$ cat config.mk
export PLATFORM = sky130hd
export DESIGN_NAME = clk_src_ctrl
export DESIGN_NICKNAME = d
export VERILOG_FILES = /design/src/rtl/clk_src_pkg.sv /design/src/rtl/clk_src_regs.sv /design/src/rtl/clk_src_fsm.sv /design/src/rtl/clk_src_ctrl.sv
export SDC_FILE = /design/constraint.sdc
export NUM_CORES = 1
export LEC_CHECK = 0
export BUFFER_PORTS_ARGS = -buffer_cell sky130_fd_sc_hd__buf_2
export CORE_ASPECT_RATIO = 0.75
export CORE_MARGIN = 1
export CORE_UTILIZATION = 47
export DETAILED_ROUTE_END_ITERATION = 10
export PLACE_DENSITY = 0.75
export SLEW_MARGIN = 20
export SYNTH_ARGS = -nofsm -noshare
export SYNTH_HDL_FRONTEND = slang
export SYNTH_SLANG_ARGS = --single-unit
$ cat constraint.sdc
create_clock -name clk -period 2.1 [get_ports clk]
set_input_delay 0.21 -clock clk [delete_from_list [all_inputs] [get_ports clk]]
set_output_delay 0.21 -clock clk [all_outputs]
set_load 0.01 [all_outputs]
$ cat src/rtl/clk_src_pkg.sv
package clk_src_pkg;

  typedef enum logic [2:0] {
    ST_LOCK = 3'd0,
    ST_MAIN = 3'd1,
    ST_PLL  = 3'd2,
    ST_SUB  = 3'd3,
    ST_STBY = 3'd4
  } ctl_state_e;

  localparam logic [1:0] PSM_WATCH = 2'b00;
  localparam logic [1:0] PSM_SUBW  = 2'b01;
  localparam logic [1:0] PSM_IDLE  = 2'b10;
  localparam logic [1:0] PSM_STOP  = 2'b11;

  localparam int MUX_W = 3;
  localparam logic [MUX_W-1:0] MUX_MAIN = 3'b001;
  localparam logic [MUX_W-1:0] MUX_PLL  = 3'b010;
  localparam logic [MUX_W-1:0] MUX_SUB  = 3'b100;
  localparam logic [MUX_W-1:0] MUX_NONE = 3'b000;

  typedef struct packed {
    logic [1:0] sel;
    logic       subSrc;
    logic       pllX8;
    logic [1:0] psm;
    logic       oscOff;
  } cfg_word_t;

  typedef struct packed {
    logic wrTake;
    logic wrRefuse;
    logic modeLatch;
  } ctl_strobe_t;

endpackage

$ cat src/rtl/clk_src_regs.sv
module clk_src_regs
  import clk_src_pkg::*;
#(
  parameter logic RST_PLL_X8 = 1'b0
) (
  input  logic        clk,
  input  logic        rstN,
  input  ctl_strobe_t strobe,
  input  cfg_word_t   wrData,
  output logic [1:0]  selQ,
  output logic        subSrcQ,
  output logic        pllX8Q,
  output logic        oscOffQ,
  output logic [1:0]  sleepModeQ,
  output logic        wrErrQ
);

  cfg_word_t cfgQ;

  always_ff @(posedge clk or negedge rstN) begin
    if (!rstN) begin
      cfgQ <= '{sel: 2'b00, subSrc: 1'b0, pllX8: RST_PLL_X8, psm: PSM_WATCH, oscOff: 1'b0};
    end else if (strobe.wrTake) begin
      cfgQ <= wrData;
    end
  end

  always_ff @(posedge clk or negedge rstN) begin
    if (!rstN) begin
      sleepModeQ <= PSM_WATCH;
    end else if (strobe.modeLatch) begin
      sleepModeQ <= cfgQ.psm;
    end
  end

  always_ff @(posedge clk or negedge rstN) begin
    if (!rstN) begin
      wrErrQ <= 1'b0;
    end else if (strobe.wrRefuse) begin
      wrErrQ <= 1'b1;
    end
  end

  assign selQ    = cfgQ.sel;
  assign subSrcQ = cfgQ.subSrc;
  assign pllX8Q  = cfgQ.pllX8;
  assign oscOffQ = cfgQ.oscOff;

endmodule

$ cat src/rtl/clk_src_fsm.sv
module clk_src_fsm
  import clk_src_pkg::*;
(
  input  logic             clk,
  input  logic             rstN,
  input  logic [1:0]       sel,
  input  logic             subSrc,
  input  logic             oscOff,
  input  logic [1:0]       sleepMode,
  input  logic             cfgWrEn,
  input  logic             stbyReq,
  input  logic             wakeUp,
  input  logic             mainStable,
  input  logic             pllStable,
  input  logic             subStable,
  input  logic             ringStable,
  output ctl_strobe_t      strobe,
  output logic [MUX_W-1:0] muxSel,
  output logic             mainEn,
  output logic             subEn,
  output logic             ringEn,
  output logic             permit,
  output logic             locked,
  output logic             asleep
);

  ctl_state_e state, stateNext, retState, target;
  logic runState;
  logic targetStable;

  assign runState = (state == ST_MAIN) || (state == ST_PLL) || (state == ST_SUB);
  assign asleep   = (state == ST_STBY);
  assign locked   = (state == ST_LOCK);
  assign permit   = runState;

  always_comb begin
    unique case (sel)
      2'b00:   target = ST_MAIN;
      2'b01:   target = ST_SUB;
      default: target = ST_PLL;
    endcase
  end

  always_comb begin
    unique case (target)
      ST_MAIN: targetStable = mainStable;
      ST_SUB:  targetStable = subSrc ? subStable : ringStable;
      default: targetStable = pllStable;
    endcase
  end

  always_comb begin
    stateNext = state;
    unique case (state)
      ST_LOCK: if (mainStable) stateNext = ST_MAIN;
      ST_STBY: if (wakeUp) stateNext = retState;
      default: begin
        if (stbyReq) stateNext = ST_STBY;
        else if ((target != state) && targetStable) stateNext = target;
      end
    endcase
  end

  always_ff @(posedge clk or negedge rstN) begin
    if (!rstN) begin
      state    <= ST_LOCK;
      retState <= ST_MAIN;
    end else begin
      state <= stateNext;
      if (runState && stbyReq) retState <= state;
    end
  end

  always_comb begin
    strobe.wrTake    = cfgWrEn && permit;
    strobe.wrRefuse  = cfgWrEn && !permit;
    strobe.modeLatch = runState && stbyReq;
  end

  always_comb begin
    unique case (state)
      ST_PLL:  muxSel = MUX_PLL;
      ST_SUB:  muxSel = MUX_SUB;
      ST_STBY: muxSel = MUX_NONE;
      default: muxSel = MUX_MAIN;
    endcase
  end

  always_comb begin
    if (asleep) begin
      subEn  = 1'b1;
      ringEn = !oscOff;
      mainEn = (sleepMode == PSM_STOP) ? 1'b0 : !oscOff;
    end else begin
      subEn  = subSrc;
      ringEn = !subSrc;
      mainEn = (state == ST_SUB) ? !oscOff : 1'b1;
    end
  end

endmodule

$ cat src/rtl/clk_src_ctrl.sv
module clk_src_ctrl
  import clk_src_pkg::*;
#(
  parameter logic RST_PLL_X8 = 1'b0
) (
  input  logic       clk,
  input  logic       rstN,
  input  logic       cfgWrEn,
  input  logic [1:0] cfgSelIn,
  input  logic       cfgSubSrcIn,
  input  logic       cfgPllX8In,
  input  logic [1:0] cfgPsmIn,
  input  logic       cfgOscOffIn,
  input  logic       stbyReq,
  input  logic       wakeUp,
  input  logic       mainStable,
  input  logic       pllStable,
  input  logic       subStable,
  input  logic       ringStable,
  output logic [2:0] clkMuxSel,
  output logic       mainOscEn,
  output logic       subOscEn,
  output logic       ringOscEn,
  output logic       pllMulX8,
  output logic       subRouteSosc,
  output logic       wrPermit,
  output logic       lockFlag,
  output logic       wrErr,
  output logic       sleeping,
  output logic [1:0] sleepMode
);

  ctl_strobe_t strobe;
  cfg_word_t   wrData;
  logic [1:0]  selQ;
  logic        oscOffQ;

  assign wrData = '{sel: cfgSelIn, subSrc: cfgSubSrcIn, pllX8: cfgPllX8In,
                    psm: cfgPsmIn, oscOff: cfgOscOffIn};

  clk_src_regs #(.RST_PLL_X8(RST_PLL_X8)) u_regs (
    .clk        (clk),
    .rstN       (rstN),
    .strobe     (strobe),
    .wrData     (wrData),
    .selQ       (selQ),
    .subSrcQ    (subRouteSosc),
    .pllX8Q     (pllMulX8),
    .oscOffQ    (oscOffQ),
    .sleepModeQ (sleepMode),
    .wrErrQ     (wrErr)
  );

  clk_src_fsm u_fsm (
    .clk        (clk),
    .rstN       (rstN),
    .sel        (selQ),
    .subSrc     (subRouteSosc),
    .oscOff     (oscOffQ),
    .sleepMode  (sleepMode),
    .cfgWrEn    (cfgWrEn),
    .stbyReq    (stbyReq),
    .wakeUp     (wakeUp),
    .mainStable (mainStable),
    .pllStable  (pllStable),
    .subStable  (subStable),
    .ringStable (ringStable),
    .strobe     (strobe),
    .muxSel     (clkMuxSel),
    .mainEn     (mainOscEn),
    .subEn      (subOscEn),
    .ringEn     (ringOscEn),
    .permit     (wrPermit),
    .locked     (lockFlag),
    .asleep     (sleeping)
  );

endmodule

# == Yosys cells after proc, flatten, opt, wreduce, memory -nomap -nowiden ==
# Index checks and enable logic that the tools add are counted.
# word_totals
word_cells,47
regBits,16
# op_classes
n_reduce_logical,13
eq_ne,11
mux,14
# op_table
cell,count
$mux W3,4
$pmux W3 S3,1
$eq A3 B2 Y1 const B,2
$mux W1,6
$pmux W3 S2,1
$eq A2 B1 Y1 const B,2
$eq A2 B2 Y1 const B,2
$logic_and A1 B1 Y1,4
$ne A2 B2 Y1 const B,2
$pmux W2 S2,1
$reduce_bool A4 Y1,1
$eq A3 B1 Y1 const B,1
$eq A3 B3 Y1 const B,1
$logic_not A1 Y1,3
$logic_not A3 Y1,1
$ne A2 B3 Y1,1
$reduce_and A3 Y1,1
$logic_not A2 Y1,1
$logic_or A1 B1 Y1,2
$pmux W1 S2,1

# == Logic depth before layout (Yosys ltp) ==
# Gate-level depths: netlist of the first run.
# depth
depth_word,8
mapped_depth,5
mapped_depth_nobuf,4

# == Hierarchy ==
# A second synthesis of the first run with hierarchy kept.
# unflattened
hier_cells,81
hier_area_um2,903.4
# by_module_without_submodules
module,area_per_inst_um2,cells_per_inst,instances
clk_src_fsm,493.0,58,1
clk_src_regs,410.4,23,1

# == Worst setup path before layout of the first run ==
# Ideal clock, no wire load.
# synth_path
path_type,register to register
from,"reg u_regs.cfgQ, in the netlist u_regs.selQ[1]"
to,reg u_fsm.state[1]
period_less_slack_ps,1448
arrival_time_ps,1324
required_ps,1976
path_stages_with_launch,5
slack_ps,652
setup_time_ps,124
cell_sequence,dfrtp_1 > or3b_4 > o2111ai_4 > o221a_1 > nor3_2
# synth_between
elab_chain_len,7
# synth_rtl
item,line,source
start: declaration,clk_src_regs.sv:18,cfg_word_t cfgQ;
start signal: assignment,clk_src_regs.sv:22,"cfgQ <= '{sel: 2'b00, subSrc: 1'b0, pllX8: RST_PLL_X8, psm: PSM_WATCH, oscOff: 1'b0};"
start signal: assignment,clk_src_regs.sv:24,cfgQ <= wrData;
$eq A2 B1 Y1 / $logic_not A2 Y1 (equally long branches),clk_src_fsm.sv:37,unique case (sel)
$pmux W2 S2 (*),clk_src_fsm.sv:37,
$eq A2 B2 Y1 / $eq A2 B1 Y1 (equally long branches),clk_src_fsm.sv:45,unique case (target)
$pmux W1 S2,clk_src_fsm.sv:45,
$logic_and A1 B1 Y1,clk_src_fsm.sv:59,else if ((target != state) && targetStable) stateNext = target;
$reduce_bool A4 Y1 (no source line),-,
$reduce_and A3 Y1 (no source line),-,
end signal: assignment,clk_src_fsm.sv:69,state <= stateNext;
end: declaration,clk_src_fsm.sv:27,"ctl_state_e state, stateNext, retState, target;"
# Mark *: on every way between the ends. The rest lies on a longest branch, timed or not. The select of a mux whose other input is x is not followed.
# A chain may end at the register's enable or synchronous reset.

# == Worst setup path in the final report of the first run ==
# layout_path
from,reg u_fsm.state[2]
to,reg u_fsm.state[2]
# layout_between
elab_chain_len,4
# layout_rtl
item,line
$ne A2 B3 Y1,clk_src_fsm.sv:59
$logic_and A1 B1 Y1,clk_src_fsm.sv:59
$reduce_bool A4 Y1 (no source line),-
$reduce_and A3 Y1 (no source line),-
# Parallel ways exist; a longest one is shown, timed or not.

==> results of run 1 <==
-- per-stage QoR --
stage | cell area, µm² | setup WS, ns | power (W) | instances | util, %
after global routing | 1037 | 0.3291 | 0.001694 | 126 | 65.79
after detailed placement | 1001 | 0.4501 | 0.001418 | 121 | 63.49
final | 1037 | 0.4303 | 0.001572 | 126 | 65.79
after floorplan | 848.3 | 0.6518 | 0.001187 | 73 | -
after CTS | 1037 | 0.4190 | 0.001586 | 126 | 65.79
after global placement | 1001 | 0.5115 | 0.001381 | 121 | 63.49
-- logic make-up after synthesis --
family                 count (synthesis)  share of synthesized area, %
AO/OA/AOI/OAI                         11                         11.95
buffers and inverters                  4                         3.098
AND/OR/NAND/NOR                       31                         23.31
multiplexers                          11                         14.31
flip-flops                            16                         47.35
-- cells in the mapped netlist (all sizes together), types with 2 or more instances --
master / n
inv: 2
buf: 2
nand2b: 2
nor2: 6
nand2: 8
mux2: 9
dfrtp: 15
nor2b: 2
o221a: 2
nor3: 5
mux2i: 2
a21oi: 2
-- path summary, 6_finish.rpt --
path | startpoint | cells past startpoint | slack [ns] | to
max in group asynchronous | rstN | 2 | 1.43 | u_fsm.retState[0]
hold / removal | cfgPsmIn[0] | 2 | 0.15 | u_regs.cfgQ[1]
setup / recovery | u_fsm.state[2] | 4 | 0.43 | u_fsm.state[2]
hold reg to reg | u_fsm.retState[0] | 2 | 0.48 | u_fsm.retState[0]
setup reg to reg | u_fsm.state[2] | 4 | 0.43 | u_fsm.state[2]
min in group asynchronous | rstN | 2 | 0.36 | u_fsm.retState[2]
-- area by class of cell --
class,instances,area share [%]
sequential,16,38.72
tap,21,2.533
timing repair buffer,30,14.96
multi-input combinational,53,40.53
inverter,2,0.7238
clock buffer,4,2.533
-- where the power goes --
| group | internal (W) | switching (W) | total, W |
|---|---|---|---|
| combinational | 0.000397 | 0.000374 | 0.000771 |
| clock | 0.0000738 | 0.0000928 | 0.000167 |
| sequential | 0.000455 | 0.000180 | 0.000635 |
-- flip-flops by register name, summed over array words and instances (netlist names) --
name and flops:
u_regs.sleepModeQ 2, u_regs.selQ 2, u_regs.subSrcQ 1, u_fsm.state 3
u_regs.pllX8Q 1, u_regs.oscOffQ 1, u_regs.wrErrQ 1, u_fsm.retState 3
u_regs.cfgQ 2
-- metal layers --
metal	global-route usage [%]	part of all wire, %	vias to the layer above
li1	-	-	329
met1	24.32	44	328
met2	38.16	51	13
met3	7.451	4.3	2
met4	6.250	0.90	0
met5	0	0	-
==> summary.md, run 1 <==
| Metric | Value |
|---|---|
| Outcome | complete, no violations |
| Vias | 672 |
| Fin crit period | 1.670 ns |
| DRC violations left | 0 |
| Buf/Inv on CP | 0 |
| Worst-Margin Slew | 0.3915 ns |
| Crit end category | register |
| Die ar. | 1980 µm² |
| Commonest non-fill, non-tap cell in the layout | buf_2 |
| FF+latch count, synth | 16 |
| Clock-pin slew on the worst setup and hold paths | 0.09 ns |
| H-tree Lvls | 1 |
| Vias in the first global route | 642 |
| Multi-input gate area | 420.4 µm² |
| Initial Utilization | 53.81% |
| RSZ-0062 raised after global routing | false |
| Final period util | 79.51% |
| Maximum number of pins on one net before global-route repair | 17 |
| Register area share after synthesis | 47.35% |
| Critical Path RT | 2.28 ns |
| Final nets | 122 |
| Worst EP arrival | 1.85 ns |
| Seq. cell area | 401.6 µm² |
| Drt pass-1 iters | 3 |
| Final hold violations | 0 |
| Slew Viols, Final | 0 |
| Post-Syn Area | 848.3 µm² |
| Fraction of layout cells with a size suffix above 1 | 48.57% |
| Layout Skew | 0.004274 ns |
| CTS tree | built |
| Post-CTS Resized | 0 |
| # rows | 12 |
| VDD IR max | 0.8121 mV |
| Worst hold path class | in -> reg |
| Clock Sinks | 16 |
| Area grow syn2layout | 22.27% |
| Total global-route track usage | 21.32% |
| Worst hold margin | 0.1476 ns |
| Vias/cell | 5.333 |
| Type of the worst setup path | reg -> reg |
| Yosys warns | 0 |
| Core Footprint | 1577 µm² |
| Initial antenna violation count | 0 |
| Most frequent cells in the layout | 29 x buf_2, 15 x dfrtp_1, 9 x mux2_2, 7 x nand2_1, 6 x nor2_1 |
| Achievable Freq | 598.9 MHz |
| Finish-stage setup viols | 0 |
| Synth Instances | 73 |
| CP Max Fanout | 14 |
| Ys flop type | dfrtp_1 |
| CTS Buf Count | 3 |
| Leak pwr | 0.4890 nW |
| Startpoint Class | register |
| DP HPWL | 1373 µm |
| Post-synth ARST share | 100.0% |
| Post-synth net total | 89 |
| Die span in x | 51.06 µm |
| Distinct cells, synth | 32 |
| Worst-skew pair later-pin latency | 0.28 ns |
| Setup Total Neg Slack | 0 ns |
| CTS Root Cell | clkbuf_4 |
| Share of the synthesized area in the top cell type | 44.25% |
| Syn_area_per_cell | 11.62 µm² |
| Max incr delay on CP | 0.59 ns |
| I/O pins | 30 |
| WL/cell | 14.15 µm |
| Grt total ovfl | 0 |
| GP Congestion | 0.8824 |
| 1st-iter DRT viols | 16 |
| First-pass GRT wire length | 2911 µm |
| Largest area contributor in the netlist | dfrtp_1 |
| Synth area leaders | dfrtp_1 44%, mux2_2 12%, dfstp_2 3.1% |
| Pwr/cell area | 1516 nW/µm² |
| N_diodes | 0 |
| Final WL | 1783 µm |
| PortBufs | 29 |
| Slowest stage cell on the critical path | dfrtp_1 |
| Slew HR | 73.90% |
| CTS Hold Bufs | 1 |
| Post-CTS Setup Inserts | 0 |
| Die H | 38.79 µm |
| Fillers | 140 |
| Routed Antenna Nets | 0 |
| Crit path max-delay family | simple AND/OR/NAND/NOR gates |
| Worst path cell trace | and3b_4 > nor4b_4 > o22ai_1 > a22o_1 |
| Number of enable flip-flop cells after synthesis | 0 |
| Maximum buffer depth of the clock tree | 2 |
| Max-cap violations | 0 |
No activity file was read; power rests on OpenSTA's default activity.
==> inputs of run 2 (changes only) <==
--- a/config.mk
+++ b/config.mk
@@ -5,6 +5,7 @@
 export SDC_FILE = /design/constraint.sdc
 export NUM_CORES = 1
 export LEC_CHECK = 0
+export ABC_AREA = 1
 export BUFFER_PORTS_ARGS = -buffer_cell sky130_fd_sc_hd__buf_2
 export CORE_ASPECT_RATIO = 0.75
 export CORE_MARGIN = 1
==> constraint.sdc (replaced) <==
create_clock -name clk -period 1.6 [get_ports clk]
set_input_delay 0.16 -clock clk [delete_from_list [all_inputs] [get_ports clk]]
set_output_delay 0.16 -clock clk [all_outputs]
set_load 0.01 [all_outputs]
==> run 2 against run 1 <==
  * Critical endpoint is now mainOscEn
  * Synthesized area down 1.8%
  * Clock power up 62%
  * Register-to-register slack worse by 0.20 ns
==> summary.md, run 2 <==
| Metric | Value |
|---|---|
| Outcome | complete, no violations |
| Vias in the first global route | 688 (+7.2%) |
| WL/cell | 11.59 µm (-18%) |
| Number of enable flip-flop cells after synthesis | 0 (unchanged) |
| Layout Skew | 0.01156 ns (+0.007288 ns) |
| Commonest non-fill, non-tap cell in the layout | nand2_1 |
| Distinct cells, synth | 19 (-41%) |
| 1st-iter DRT viols | 15 (-1) |
| VDD IR max | 1.137 mV (+40%) |
| Vias/cell | 4.855 (-9.0%) |
| Worst EP arrival | 1.35 ns (-0.50 ns) |
| PortBufs | 29 (unchanged) |
| Die ar. | 1947 µm² (-1.7%) |
| Crit path max-delay family | flip-flops |
| Top flop regs | u_fsm.retState x3, u_fsm.state x3 |
| Tot Pwr | 0.002037 W (+30%) |
| Most frequent cells in the layout | 33 x nand2_1, 29 x buf_2, 12 x nor2_1, 12 x dfrtp_1, 10 x nand3_1 |
| Worst hold path class | in -> reg |
| Maximum buffer depth of the clock tree | 2 (unchanged) |
| CTS Buf Count | 3 (unchanged) |
| Slew Viols, Final | 0 (unchanged) |
| H-tree Lvls | 1 (unchanged) |
| Synth Area in Compound Gates | 9.159% (-2.8 points) |
| Initial antenna violation count | 0 (unchanged) |
| Fin crit period | 1.513 ns |
| Worst-skew pair later-pin latency | 0.29 ns (about the same) |
| DP HPWL | 1370 µm (-0.19%) |
| Post-Place Worst Slack | 0.3233 ns (-0.1268 ns) |
| N_diodes | 0 (unchanged) |
| Simple-Gate Fraction of Synth Area | 35.89% (+13 points) |
| Setup Total Neg Slack | 0 ns (unchanged) |
| Die span in x | 50.62 µm (-0.85%) |
| # rows | 12 (unchanged) |
| Final period util | 94.58% |
| Crit end category | primary output |
| Finish-stage setup viols | 0 (unchanged) |
| Vias | 801 (+19%) |
| Post-synth net total | 123 (+38%) |
| Largest area contributor in the netlist | dfrtp_1 |
| Count leader, synth | nand2_1 |
| Total global-route track usage | 22.84% (+1.5 points) |
| Leak pwr | 0.6115 nW (+25%) |
| Synth area leaders | dfrtp_1 45%, nand2_1 15%, nand3_1 6.0% |
| XOR/XNOR Fraction of Synth Area | 0% (unchanged) |
| Max incr delay on CP | 0.46 ns (-0.13 ns) |
| Achievable Freq | 660.8 MHz |
| Slowest stage cell on the critical path | dfrtp_2 |
| Startpoint Class | register |
| Critical Path RT | 1.44 ns (-0.84 ns) |
| Final WL | 1913 µm (+7.3%) |
| Type of the worst setup path | reg -> out |
| Yosys warns | 0 (unchanged) |
| GP Congestion | 0.8709 (-1.3%) |
| Worst-Margin Slew | 0.3512 ns (-0.04032 ns) |
| Worst path cell trace | buf_4 > nand3_1 > inv_1 > a21oi_1 > buf_2 |
| Area grow syn2layout | 28.83% |
| Clock-pin slew on the worst setup and hold paths | 0.10 ns (about the same) |
| Post-synthesis mux area share | 0% (-14 points) |
| Final nets | 161 (+32%) |
| Initial Utilization | 53.37% (-0.44 points) |
| DRC violations left | 0 (unchanged) |
| Pwr/cell area | 1897 nW/µm² (+25%) |
| Share of the synthesized area in the top cell type | 45.05% (+0.80 points) |
| Maximum number of pins on one net before global-route repair | 17 (unchanged) |
| Final hold violations | 0 (unchanged) |
| Post-synth ARST share | 100.0% (unchanged) |
| Die H | 38.47 µm (-0.84%) |
| Synth Area in Adders | 0% (unchanged) |
| FF+latch count, synth | 16 (unchanged) |
| Post-Syn Area | 833.3 µm² (-1.8%) |
| Syn_area_per_cell | 7.788 µm² (-33%) |
| CTS Root Cell | clkbuf_4 |
| I/O pins | 30 (unchanged) |
| Clock Sinks | 16 (unchanged) |
| CP Max Fanout | 5 (-9) |
| Routed Antenna Nets | 0 (unchanged) |
| RSZ-0062 raised after global routing | false |
| Setup ws final | 0.08676 ns (-0.3436 ns) |
| Drt pass-1 iters | 4 (+1) |
| Core Footprint | 1562 µm² (-0.95%) |
| Synth Instances | 107 (+47%) |
| Ys flop type | dfrtp_1 |
| Register area share after synthesis | 48.20% (+0.85 points) |
| Slew HR | 76.59% (+2.7 points) |
| Buf/Inv on CP | 3 (+3) |
| Fraction of layout cells with a size suffix above 1 | 36.81% (-12 points) |
| Top cells by count, synth | 33 x nand2_1, 15 x dfrtp_1, 12 x nor2_1 |
| Main combinational cell family by area after synthesis | simple AND/OR/NAND/NOR gates |
| Max-cap violations | 0 (unchanged) |
| Grt total ovfl | 0 (unchanged) |
| Worst hold margin | 0.09441 ns (-0.05316 ns) |
| First-pass GRT wire length | 3118 µm (+7.1%) |
| CTS tree | built |
==> run 2: cell count changes after synthesis, sizes merged, moves of 4 or more <==
cell and change:
a21oi +5, nor3 -4, nand2 +29, nand3 +11, o21ai +5, nor2 +8, inv +10, mux2 -9
==> run 2: worst paths after layout <==
kind | to | start | slack [ns] | cells after the start
setup / recovery | mainOscEn | u_fsm.state[0] | 0.09 | 5
hold / removal | u_regs.pllX8Q | cfgPllX8In | 0.09 | 3
setup reg to reg | u_fsm.state[0] | u_fsm.state[0] | 0.23 | 8
hold reg to reg | u_fsm.retState[0] | u_fsm.retState[0] | 0.48 | 2
max in group asynchronous | u_fsm.retState[0] | rstN | 0.99 | 2
min in group asynchronous | u_fsm.state[1] | rstN | 0.29 | 2
==> run 2: cells by family (layout without fill, tap and decap cells) <==
family / after synthesis / after routing
AOI/OAI and AO/OA: 14 / 14
buffers and inverters: 13 / 50
and+or+nand+nor: 64 / 64
DFF: 16 / 16
==> run 2: final cells by class <==
class | count | area, µm²
inverters | 12 | 45.04
flip-flops and latches | 16 | 405.4
clock buffers | 4 | 36.28
well taps | 21 | 26.28
multi-input cells | 78 | 375.4
fillers | 138 | 488.0
repair buffers | 34 | 185.2
==> run 2: metal layers <==
layer / vias up / track usage, % / routed length [µm]
li1: 418 / - / -
met1: 349 / 31.33 / 909
met2: 31 / 35.00 / 858
met3: 3 / 7.143 / 137
met4: 0 / 6.250 / 9
met5: - / 0 / 0
==> run 2: worst min-delay path, stage by stage <==
cell and delay [ns]:
buf_2 0.07, nand3_1 0.07, nand2_1 0.06
==> run 2: what timing repair did <==
item                                    in CTS  in global routing
hold endpoints to repair                    15                  0
gates resized for setup                      0                  4
buffers inserted                             0                  4
pin swaps                                    1                  1
endpoints found under the setup margin       1                  3
hold buffers                                 1                  0
==> run 2: per-stage QoR <==
step | cell area [µm²] | utilization, % | std cells
after floorplan | 833.3 | - | 107
after global placement | 993.5 | 63.62 | 156
after detailed placement | 993.5 | 63.62 | 156
after CTS | 1040 | 66.59 | 161
after global routing | 1074 | 68.75 | 165
final | 1074 | 68.75 | 165
==> run 2: report_power, final <==
group          internal, W  switching [W]  total, W
clock             0.000139       0.000131  0.000270
combinational     0.000419       0.000606   0.00102
sequential        0.000578       0.000164  0.000742
total              0.00114       0.000901   0.00204
